### src/rtl/dct_pkg.sv
`timescale 1ns/1ps
package dct_pkg;

    localparam int BLK_N    = 8;
    localparam int IDX_W    = $clog2(BLK_N);
    localparam int COS_W    = 8;
    localparam int COEF_W   = 16;

    typedef enum logic [1:0] {
        S_IDLE,
        S_ROWMAC,
        S_COLMAC,
        S_SCALE
    } dct_state_t;

    // Signed cosine constants, 6 fractional bits; first column at the MSB end
    function automatic logic signed [COS_W-1:0] cos_coef(
        input logic [IDX_W-1:0] row,
        input logic [IDX_W-1:0] col
    );
        logic [BLK_N*COS_W-1:0] line;
        unique case (row)
            3'd0: line = 64'h40_3E_3B_35_2D_23_18_0C;
            3'd1: line = 64'h40_35_18_F4_D3_C2_C5_DD;
            3'd2: line = 64'h40_23_E8_C2_D3_0C_3B_35;
            3'd3: line = 64'h40_0C_C5_DD_2D_35_E8_C2;
            3'd4: line = 64'h40_F4_C5_23_2D_CB_E8_3E;
            3'd5: line = 64'h40_DD_E8_3E_D3_F4_3B_CB;
            3'd6: line = 64'h40_CB_18_0C_D3_3E_C5_23;
            default: line = 64'h40_C2_3B_CB_2D_DD_18_F4;
        endcase
        return line[COS_W*(BLK_N-1-int'(col)) +: COS_W];
    endfunction

    function automatic int norm_c(input logic [IDX_W-1:0] k);
        return (k != '0) ? 64 : 5;
    endfunction

    // Combined scale constant applied to the coefficient accumulator
    function automatic logic signed [COS_W-1:0] scale_k(
        input logic [IDX_W-1:0] u,
        input logic [IDX_W-1:0] v
    );
        int t;
        t = (((16 * norm_c(u)) >> 6) * norm_c(v)) >> 6;
        return COS_W'(t);
    endfunction

endpackage

### src/rtl/dct_seq.sv
`timescale 1ns/1ps
module dct_seq
    import dct_pkg::*;
(
    input  logic             clk,
    input  logic             rst,
    input  logic             start,
    output dct_state_t       state,
    output logic [IDX_W-1:0] j_idx,
    output logic [IDX_W-1:0] x_idx,
    output logic [IDX_W-1:0] u_idx,
    output logic [IDX_W-1:0] v_idx,
    output logic             last_coef
);

    localparam logic [IDX_W-1:0] IDX_MAX = IDX_W'(BLK_N - 1);

    dct_state_t state_nx;

    assign last_coef = (u_idx == IDX_MAX) && (v_idx == IDX_MAX);

    // State register
    always_ff @(posedge clk) begin
        if (rst) state <= S_IDLE;
        else     state <= state_nx;
    end

    // Next-state decode
    always_comb begin
        state_nx = state;
        unique case (state)
            S_IDLE:   if (start) state_nx = S_ROWMAC;
            S_ROWMAC: if (j_idx == IDX_MAX) state_nx = S_COLMAC;
            S_COLMAC: state_nx = (x_idx == IDX_MAX) ? S_SCALE : S_ROWMAC;
            S_SCALE:  state_nx = last_coef ? S_IDLE : S_ROWMAC;
            default:  state_nx = S_IDLE;
        endcase
    end

    // Loop counters
    always_ff @(posedge clk) begin
        if (rst) begin
            j_idx <= '0;
            x_idx <= '0;
            u_idx <= '0;
            v_idx <= '0;
        end else begin
            unique case (state)
                S_IDLE: if (start) begin
                    j_idx <= '0;
                    x_idx <= '0;
                    u_idx <= '0;
                    v_idx <= '0;
                end
                S_ROWMAC: j_idx <= j_idx + 1'b1;
                S_COLMAC: if (x_idx != IDX_MAX) x_idx <= x_idx + 1'b1;
                S_SCALE: begin
                    x_idx <= '0;
                    v_idx <= v_idx + 1'b1;
                    if (v_idx == IDX_MAX) u_idx <= u_idx + 1'b1;
                end
                default: ;
            endcase
        end
    end

    // a row pass always lasts eight cycles before the column step
    a_r8_row_length: assert property (@(posedge clk) disable iff (rst)
        (state == S_ROWMAC && j_idx != IDX_MAX) |=> (state == S_ROWMAC));

    // the column step is only ever reached from the last row cycle
    a_r8_col_after_row: assert property (@(posedge clk) disable iff (rst)
        (state == S_COLMAC) |-> ($past(state) == S_ROWMAC && $past(j_idx) == IDX_MAX));

    // scaling is followed by a new row pass or by idle
    a_r8_scale_exit: assert property (@(posedge clk) disable iff (rst)
        (state == S_SCALE) |=> (state == S_ROWMAC || state == S_IDLE));

endmodule

### src/rtl/dct_mac.sv
`timescale 1ns/1ps
module dct_mac
    import dct_pkg::*;
#(
    parameter int ACC_W     = 32,
    parameter int FRAC_BITS = 6
) (
    input  logic                     clk,
    input  logic                     rst,
    input  dct_state_t               state,
    input  logic [IDX_W-1:0]         j_idx,
    input  logic [IDX_W-1:0]         x_idx,
    input  logic signed [COEF_W-1:0] pix,
    input  logic signed [COS_W-1:0]  cos_row,
    input  logic signed [COS_W-1:0]  cos_col,
    input  logic signed [COS_W-1:0]  k_val,
    output logic signed [COEF_W-1:0] result
);

    localparam int PROD_W = ACC_W + COS_W;

    logic signed [ACC_W-1:0]  s_acc;
    logic signed [ACC_W-1:0]  r_acc;
    logic signed [ACC_W-1:0]  op_a;
    logic signed [COS_W-1:0]  op_b;
    logic signed [PROD_W-1:0] prod;
    logic signed [ACC_W-1:0]  prod_sh;

    // Operand selection for the shared multiplier
    always_comb begin
        op_a = '0;
        op_b = '0;
        unique case (state)
            S_ROWMAC: begin
                op_a = {{(ACC_W-COEF_W){pix[COEF_W-1]}}, pix};
                op_b = cos_row;
            end
            S_COLMAC: begin
                op_a = s_acc;
                op_b = cos_col;
            end
            S_SCALE: begin
                op_a = r_acc;
                op_b = k_val;
            end
            default: ;
        endcase
    end

    assign prod    = PROD_W'(op_a) * PROD_W'(op_b);
    assign prod_sh = ACC_W'(prod >>> FRAC_BITS);
    assign result  = COEF_W'(prod >>> (2 * FRAC_BITS));

    always_ff @(posedge clk) begin
        if (rst) begin
            s_acc <= '0;
            r_acc <= '0;
        end else begin
            if (state == S_ROWMAC)
                s_acc <= ((j_idx == '0) ? '0 : s_acc) + prod_sh;
            if (state == S_COLMAC)
                r_acc <= ((x_idx == '0) ? '0 : r_acc) + prod_sh;
        end
    end

    // the row partial sum restarts on the first column of every row pass
    a_r5_row_restart: assert property (@(posedge clk) disable iff (rst)
        (state == S_ROWMAC && j_idx == '0) |=> (s_acc == $past(prod_sh)));

endmodule

### src/rtl/dct_copro.sv
`timescale 1ns/1ps
module dct_copro
    import dct_pkg::*;
#(
    parameter int ACC_W     = 32,
    parameter int FRAC_BITS = 6
) (
    input  logic       clk,
    input  logic       rst,
    input  logic [1:0] bus_addr,
    input  logic       bus_wr,
    input  logic       bus_rd,
    input  logic [7:0] bus_wdata,
    output logic [7:0] bus_rdata
);

    localparam int BLK_SZ = BLK_N * BLK_N;
    localparam int PTR_W  = $clog2(BLK_SZ);
    localparam int PUSH_W = PTR_W + 1;
    localparam logic [1:0] OFS_STATUS = 2'd0;
    localparam logic [1:0] OFS_CMD    = 2'd1;
    localparam logic [1:0] OFS_POP    = 2'd2;
    localparam logic [1:0] OFS_PUSH   = 2'd3;
    localparam logic [PUSH_W-1:0] PUSH_FULL = PUSH_W'(BLK_SZ);

    dct_state_t              state;
    logic [IDX_W-1:0]        j_idx, x_idx, u_idx, v_idx;
    logic                    last_coef;
    logic                    busy;
    logic                    start_cmd;
    logic                    push_wr;
    logic                    pop_rd;
    logic                    finish;
    logic [PUSH_W-1:0]       push_idx;
    logic [PTR_W-1:0]        push_slot;
    logic [PTR_W-1:0]        rd_ptr;
    logic                    rd_lo;
    logic signed [COEF_W-1:0] in_buf  [BLK_SZ];
    logic signed [COEF_W-1:0] out_buf [BLK_SZ];
    logic signed [COEF_W-1:0] pix;
    logic signed [COEF_W-1:0] coef;
    logic signed [COS_W-1:0]  cos_row, cos_col, k_val;
    logic [COEF_W-1:0]        pop_word;

    assign busy      = (state != S_IDLE);
    assign start_cmd = bus_wr && (bus_addr == OFS_CMD) && (bus_wdata == 8'd1) && !busy;
    assign push_wr   = bus_wr && (bus_addr == OFS_PUSH) && !busy;
    assign pop_rd    = bus_rd && (bus_addr == OFS_POP);
    assign finish    = (state == S_SCALE) && last_coef;
    assign push_slot = (push_idx == PUSH_FULL) ? '0 : push_idx[PTR_W-1:0];

    dct_seq u_seq (
        .clk       (clk),
        .rst       (rst),
        .start     (start_cmd),
        .state     (state),
        .j_idx     (j_idx),
        .x_idx     (x_idx),
        .u_idx     (u_idx),
        .v_idx     (v_idx),
        .last_coef (last_coef)
    );

    assign pix     = in_buf[{x_idx, j_idx}];
    assign cos_row = cos_coef(j_idx, v_idx);
    assign cos_col = cos_coef(x_idx, u_idx);
    assign k_val   = scale_k(u_idx, v_idx);

    dct_mac #(
        .ACC_W     (ACC_W),
        .FRAC_BITS (FRAC_BITS)
    ) u_mac (
        .clk     (clk),
        .rst     (rst),
        .state   (state),
        .j_idx   (j_idx),
        .x_idx   (x_idx),
        .pix     (pix),
        .cos_row (cos_row),
        .cos_col (cos_col),
        .k_val   (k_val),
        .result  (coef)
    );

    // Push index
    always_ff @(posedge clk) begin
        if (rst)          push_idx <= '0;
        else if (finish)  push_idx <= '0;
        else if (push_wr) push_idx <= PUSH_W'(push_slot) + 1'b1;
    end

    // Input block storage
    always_ff @(posedge clk) begin
        if (push_wr)
            in_buf[push_slot] <= {{(COEF_W-8-FRAC_BITS){bus_wdata[7]}}, bus_wdata, {FRAC_BITS{1'b0}}};
    end

    // Output block storage
    always_ff @(posedge clk) begin
        if (state == S_SCALE)
            out_buf[{u_idx, v_idx}] <= coef;
    end

    // Pop pointer: one coefficient per pair of reads
    always_ff @(posedge clk) begin
        if (rst || start_cmd) begin
            rd_ptr <= '0;
            rd_lo  <= 1'b0;
        end else if (pop_rd) begin
            rd_lo <= !rd_lo;
            if (rd_lo) rd_ptr <= rd_ptr + 1'b1;
        end
    end

    assign pop_word = out_buf[rd_ptr];

    always_comb begin
        unique case (bus_addr)
            OFS_STATUS: bus_rdata = {7'd0, busy};
            OFS_POP:    bus_rdata = rd_lo ? pop_word[7:0] : pop_word[15:8];
            default:    bus_rdata = 8'd0;
        endcase
    end

    // an accepted start command makes the block busy on the next cycle
    a_r4_start_busy: assert property (@(posedge clk) disable iff (rst)
        start_cmd |=> busy);

    // start returns the pop pointer to the first high byte
    a_r7_ptr_cleared: assert property (@(posedge clk) disable iff (rst)
        start_cmd |=> (rd_ptr == '0 && !rd_lo));

    // the push index never passes the block size
    a_r3_idx_bound: assert property (@(posedge clk) disable iff (rst)
        push_idx <= PUSH_FULL);

    // while busy the index holds, except for the clear at completion
    a_r10_push_frozen: assert property (@(posedge clk) disable iff (rst)
        busy |=> (push_idx == $past(push_idx) || push_idx == '0));

    // the (0,0) coefficient is stored as zero
    a_r6_dc_zero: assert property (@(posedge clk) disable iff (rst)
        (state == S_SCALE && u_idx == '0 && v_idx == '0) |=> (out_buf[0] == '0));

    // reset leaves the block idle with both pointers cleared
    a_r11_reset_state: assert property (@(posedge clk)
        rst |=> (!busy && push_idx == '0 && rd_ptr == '0 && !rd_lo));

endmodule

### config.mk
export PLATFORM = sky130hd
export DESIGN_NAME = dct_copro
export DESIGN_NICKNAME = d
export VERILOG_FILES = /design/src/rtl/dct_pkg.sv /design/src/rtl/dct_seq.sv /design/src/rtl/dct_mac.sv /design/src/rtl/dct_copro.sv
export SDC_FILE = /design/constraint.sdc
export NUM_CORES = 2
export LEC_CHECK = 0
export CORE_MARGIN = 2
export CORE_UTILIZATION = 55
export DETAILED_ROUTE_END_ITERATION = 6
export DONT_BUFFER_PORTS = 1
export GPL_TIMING_DRIVEN = 0
export PLACE_DENSITY = 0.72
export SYNTH_ARGS = -nofsm -noshare
export SYNTH_HDL_FRONTEND = slang
export SYNTH_SLANG_ARGS = --single-unit
export TNS_END_PERCENT = 1
### constraint.sdc
create_clock -name clk -period 20.3 [get_ports clk]
set_input_delay 4.06 -clock clk [delete_from_list [all_inputs] [get_ports clk]]
set_output_delay 4.06 -clock clk [all_outputs]
set_load 0.05 [all_outputs]
# Word level (Yosys, flattened, before mapping)
# Memories as Yosys holds them, arrays and structs flattened. A register that Yosys moved wholly into a read port is not among the register bits.
# Cells that the tools add are included.
op_classes:
  addsub: 10
  multipliers: 2
  eq_ne: 29
  shifts: 2
  mux: 29
  reduce_logical: 28
ops:
  columns: ["op", "n"]
  rows:
  - ["$pmux W56 S7", 2]
  - ["$shiftx A64 B7 Y8", 2]
  - ["$pmux W32 S3", 1]
  - ["$add A32 B32 Y32", 2]
  - ["$mux W32", 2]
  - ["$mul A32 B8 Y38", 1]
  - ["$eq A3 B3 Y1 const B", 10]
  - ["$pmux W8 S3", 1]
  - ["$mux W6", 3]
  - ["$pmux W3 S2", 3]
  - ["$pmux W8 S2", 1]
  - ["$mux W7", 2]
  - ["$add A3 B1 Y3 const B", 4]
  - ["$eq A3 B2 Y1 const B", 4]
  - ["$mul A5 B7 Y12", 1]
  - ["$mux W3", 3]
  - ["$pmux W3 S3", 1]
  - ["$reduce_bool A3 Y1", 3]
  - ["$eq A2 B2 Y1 const B", 4]
  - ["$eq A8 B1 Y1 const B", 1]
  - ["$logic_and A1 B1 Y1", 8]
  - ["$mux W8", 1]
  - ["$pmux W2 S4", 1]
  - ["$reduce_and A2 Y1", 4]
  - ["other kinds (18)", 35]
word_totals:
  ff_bits: 92
  mem_bits_rw: 1664
  inputBits: 14
  output_inout_bits: 8
  word_cells: 112
  mem_count: 2
memory_table:
  columns: ["name", "depth", "width", "read_ports", "rd_clocked_by_memory_dff", "wr", "line_no", "rtl"]
  rows:
  - ["out_buf", 64, 16, 1, 1, 1, "dct_copro.sv:39", "logic signed [COEF_W-1:0] out_buf [BLK_SZ];"]
  - ["in_buf", 64, 10, 1, 0, 1, "dct_copro.sv:38", "logic signed [COEF_W-1:0] in_buf [BLK_SZ];"]

# Longest topological paths before layout
logic_depth:
  word_depth: 6
  ltp_mapped: 53
  mapped_depth_nobuf: 44

# Modules after synthesis
# From an unflattened synthesis, not the netlist that was laid out.
unflattened:
  hier_cells: 4787
  hier_area_um2: 76492.1
modules_own_cells:
  columns: ["mod", "n_inst", "cells_each", "area_per_inst_um2", "seq_area_each_um2"]
  rows:
  - ["dct_copro", 1, 2874, 61044.8, 46524.6]
  - ["dct_mac", 1, 1836, 14689.1, 1281.2]
  - ["dct_seq", 1, 77, 758.2, 280.3]

# Least setup slack after synthesis
# Ideal clock, no wire load.
synth_path:
  path_kind: "flip-flop to flip-flop"
  startpoint: "reg u_seq.j_idx[1]"
  endpoint: "reg u_mac.s_acc[31]"
  setup_ps: 145
  arrival_time_ps: 12556
  required_ps: 20155
  slack_ps: 7599
  stages_incl_launch_ff: 48
  path_buffers: 9
  period_less_slack_ps: 12701
  path_cell_list: "dfxtp_1 buf_2 buf_2 buf_2 buf_2 buf_1 inv_1 ha_1 clkbuf_1 clkbuf_1 or2_2 o311ai_0 o22ai_1 a21oi_1 or2_2 clkbuf_1 clkbuf_1 nor2_1 [12 not listed] o31ai_2 a21oi_1 a21oi_1 a21oi_1 o21ai_0 nand2b_1 xor2_1 ha_1 nand4_1 or2_2 a311oi_1 nor2_1 o41ai_1 a31oi_1 o21ai_0 xor2_1 mux2i_1 a211oi_1"
synth_between:
  elab_chain_cells: 6
  elab_cells_between_ends: 15
  classes_between: "1 x add/sub; 1 x mul; 6 x eq/ne; 1 x shift; 4 x mux; 1 x reduce/logical; 1 x memory"
synth_rtl:
  columns: ["item", "line_no", "rtl"]
  rows:
  - ["from (decl)", "dct_seq.sv:9", "output logic [IDX_W-1:0] j_idx,"]
  - ["from (signal assigned)", "dct_seq.sv:55", "S_ROWMAC: j_idx <= j_idx + 1'b1;"]
  - ["$eq A3 B3 Y1 (tied with other cells)", "dct_pkg.sv:22", "unique case (row)"]
  - ["$pmux W56 S7", "dct_pkg.sv:22", null]
  - ["$shiftx A64 B7 Y8", "dct_pkg.sv:32", "return line[COS_W*(BLK_N-1-int'(col)) +: COS_W];"]
  - ["$pmux W8 S3", "dct_mac.sv:33", "unique case (state)"]
  - ["$mul A32 B8 Y38 *", "dct_mac.sv:50", "assign prod = PROD_W'(op_a) * PROD_W'(op_b);"]
  - ["net coef[6]", "dct_copro.sv:41", "logic signed [COEF_W-1:0] coef;"]
  - ["$add A32 B32 Y32 *", "dct_mac.sv:60", "s_acc <= ((j_idx == '0) ? '0 : s_acc) + prod_sh;"]
  - ["to (signal assigned)", "dct_mac.sv:60", null]
  - ["to (decl)", "dct_mac.sv:22", "logic signed [ACC_W-1:0] s_acc;"]
# Mark *: on every way through the listed nets, which the timed path passes. The rest lies on a longest branch.
# A chain may end at the register's enable or synchronous reset.

# Final worst setup path
# Ends and elaborated chain as after synthesis.

==> reports/qor.yml <==
rows: 136
synth_warnings: 0
dp_slack_ps: 4260
synthFlopType: "edfxtp_1"
antenna_cells: 0
cp_data_required_time_ps: 20910
grt-busiest-layer: "met2"
pwr-share-clk_pct: 43.9
gr-usage-all-layers_pct: 28.7
cts_tree: "built"
cts-htree-levels: 4
synthTopCellsByArea: "edfxtp_1 (61%), mux4_2 (15%), fa_1 (5.2%), ha_1 (2.7%), dfxtp_1 (2.6%)"
finalCritPeriodShare_pct: 81.0
clock_sinks: 1634
p_seq_share_pct: 53.9
drtIter0Drc: 5559
wl_mm: 200
vias: 43000
setup_viol: 0
rsz0062_at_grt: "no"
crit_fanout: 18
drive_gt1_share_pct: 19.8
max_freq_ghz: 0.0608
critPathLaunchType: "register"
relSlewSlack_pct: 7.01
synth_edf_count: 1536
p_int_w: 0.00534
cts_hold_buf: 0
min_path_type: "register to register"
yosysUniqueCellTypes: 79
grt_pass1_wl_mm: 291
synth-simple-area-share_pct: 5.64
synthAdderAreaFrac_pct: 7.91
yosysMostFrequentCell: "edfxtp_1"
tightest_slew_ps: 1390
core_area_sq_um: 137000
antenna_found_initial: 2
setup_slack_ps: 3850
arrival_ps: 17060
cts_buffer_depth: 3
finalNetCount: 5137
maxCapViolCount: 0
synth-xor-area-share_pct: 1.14
yosysTopAreaCell: "edfxtp_1"
post_drt_via_cell_ratio: 6.44
cellPowerDensity_nw_per_um2: 79.3
insertion_delay_ps: 810
synth_compound_area_share_pct: 3.93
wire_per_inst_um: 29.9
grt_use_met1_pct: 39.1
ys_ff_latch: 1634
cts_setup_buffers: 0
ant_nets: 0
syn_area_per_cell_sq_um: 16.9
ys_seq_area_share_pct: 63.3
grt_start_max_net_pins: 66
clock-skew-final_ps: 55.5
ctsRootBufferMaster: "clkbuf_16"
switchingPower_w: 0.00142
finalHoldViolCount: 0
cts.clk_slew.worst_paths_ps: 70
num-fill-cells: 9555
maxSlewViolCount: 0
status: "completed"
grt_use_met3_pct: 5.95
grtUsageMet2_pct: 45.9
grt_pass1_vias: 42800
pwr-share-comb_pct: 2.1
p_leak_nw: 28.7
synthDominantCellAreaShare_pct: 60.8
numCtsBuffers: 163
synth_top_family_by_area: "multiplexers"
overflow: 0
crit_type: "register to register"
fp.dieH_um: 376
hpwlAfterDp_mm: 138
die_area_sq_um: 141000
end_kind: "register"
die_w_um: 376
p_sw_share_pct: 21.0
cts_resized: 0
setup_tns_ps: 0
design_area_sq_um: 85300
synthCells: 4499
pin_count: 22
max_stage_delay_ps: 930
postPlaceCellArea_sq_um: 80100
postSynthNetCount: 4875
synthesis.area_sq_um: 75900
synthTopCellsByCount: "edfxtp_1 (1536), mux4_2 (500), nor2_1 (469), inv_1 (237), fa_1 (196)"
place.gp.congestion: 0.927
crit_slowest_cell: "a222oi_1"
port_buffers: 0
first_pass_iters: 6
irDropWorstVdd_mv: 0.0806
synthMuxAreaShare_pct: 15.6
min_period_ps: 16450
hold_slack_ps: 482
syn2layout_area_growth_pct: 12.4
initial_utilization_pct: 55.3
drc: 0
async_reset_ff_share_pct: 0
-- registers in the layout, summed over array words and instances, names as in the netlist, named ones only --
register,count
out_buf,1024
in_buf,512
u_mac.r_acc,32
u_mac.s_acc,32
push_idx,7
rd_ptr,6
u_seq.j_idx,3
u_seq.u_idx,3
u_seq.v_idx,3
u_seq.x_idx,3
u_seq.state,2
rd_lo,1
-- power by group through the flow --
stage / Sequential [W] / Combinational, W / Clock [W]
3_3_place_gp: 0.00372 / 0.000139 / 0
4_1_cts: 0.00365 / 0.000140 / 0.00299
6_report: 0.00365 / 0.000145 / 0.00297
2_1_floorplan: 0.00372 / 0.0000873 / 0
3_5_place_dp: 0.00372 / 0.000140 / 0
5_1_grt: 0.00365 / 0.000151 / 0.00311
-- metal layers --
layer	share of wire, %	vias up
li1	-	18000
met1	39	22300
met2	48	2348
met3	9.1	373
met4	4.2	2
met5	0.0045	-
-- worst max-delay path, delay by kind of cell (launching register included) --
kind	cells	cell delay, ps
buffers and inverters	15	4900
DFF	1	430
AOI/OAI and AO/OA	18	5690
adders and majority gates	7	2940
muxes	1	230
and+or+nand+nor	9	1430
xor gates and xnor gates	2	590
-- stage by stage --
stage	utilization [%]	cells	power, W
2_1_floorplan	-	4499	0.00381
3_3_place_gp	57.0	6293	0.00386
3_5_place_dp	58.4	6389	0.00386
4_1_cts	62.2	6681	0.00678
5_1_grt	62.2	6682	0.00691
6_report	62.2	6682	0.00677
-- cell type report --
| class | count | area (sq um) | area share, % |
|---|---|---|---|
| sequential | 1634 | 48100 | 56.3 |
| inverter | 240 | 901 | 1.06 |
| clock buffer | 200 | 4320 | 5.06 |
| timing repair buffer | 97 | 1590 | 1.86 |
| clock inverter | 92 | 940 | 1.10 |
| buffer | 235 | 946 | 1.11 |
| multi-input combinational | 2390 | 26300 | 30.8 |
| tap | 1794 | 2240 | 2.63 |
-- cells by family after synthesis --
logic type,Yosys count
flip-flops,1634
AND/OR/NAND/NOR,930
multiplexers,558
buffers and inverters,475
AO/OA/AOI/OAI,442
adder cells (fa/ha/maj),362
XOR/XNOR,98
-- path summary, 6_finish.rpt --
kind / from / to / slack [ps] / depth (start not counted)
max: u_seq.j_idx[1] / u_mac.s_acc[31] / 3850 / 52
min reg2reg: u_mac.s_acc[19] / u_mac.s_acc[19] / 480 / 2
max reg2reg: u_seq.j_idx[1] / u_mac.s_acc[31] / 3850 / 52
min: u_mac.s_acc[19] / u_mac.s_acc[19] / 480 / 2
-- cells in the final DEF, fill, tap and decap left out, types with 14 or more instances in the layout --
cell	count
nor2b_1	56
edfxtp_1	1536
or3_1	24
xor2_1	26
o21bai_1	14
nor3_1	29
nor2_1	404
dfxtp_1	98
mux4_2	500
and3_1	16
ha_1	166
a21oi_1	125
buf_8	66
o211ai_1	17
mux2i_1	57
xnor2_1	57
clkbuf_1	192
clkinv_1	28
a211oi_1	23
a31oi_1	15
buf_1	47
fa_1	196
nor2_2	63
buf_6	15
inv_1	237
a22oi_1	25
and2_1	65
clkbuf_16	164
nand2b_1	37
nand2_1	128
buf_2	17
a21o_1	40
or2_2	18
o21ai_0	61
clkinv_2	32
nand3_1	37
Power figures use the tool's default switching activity.
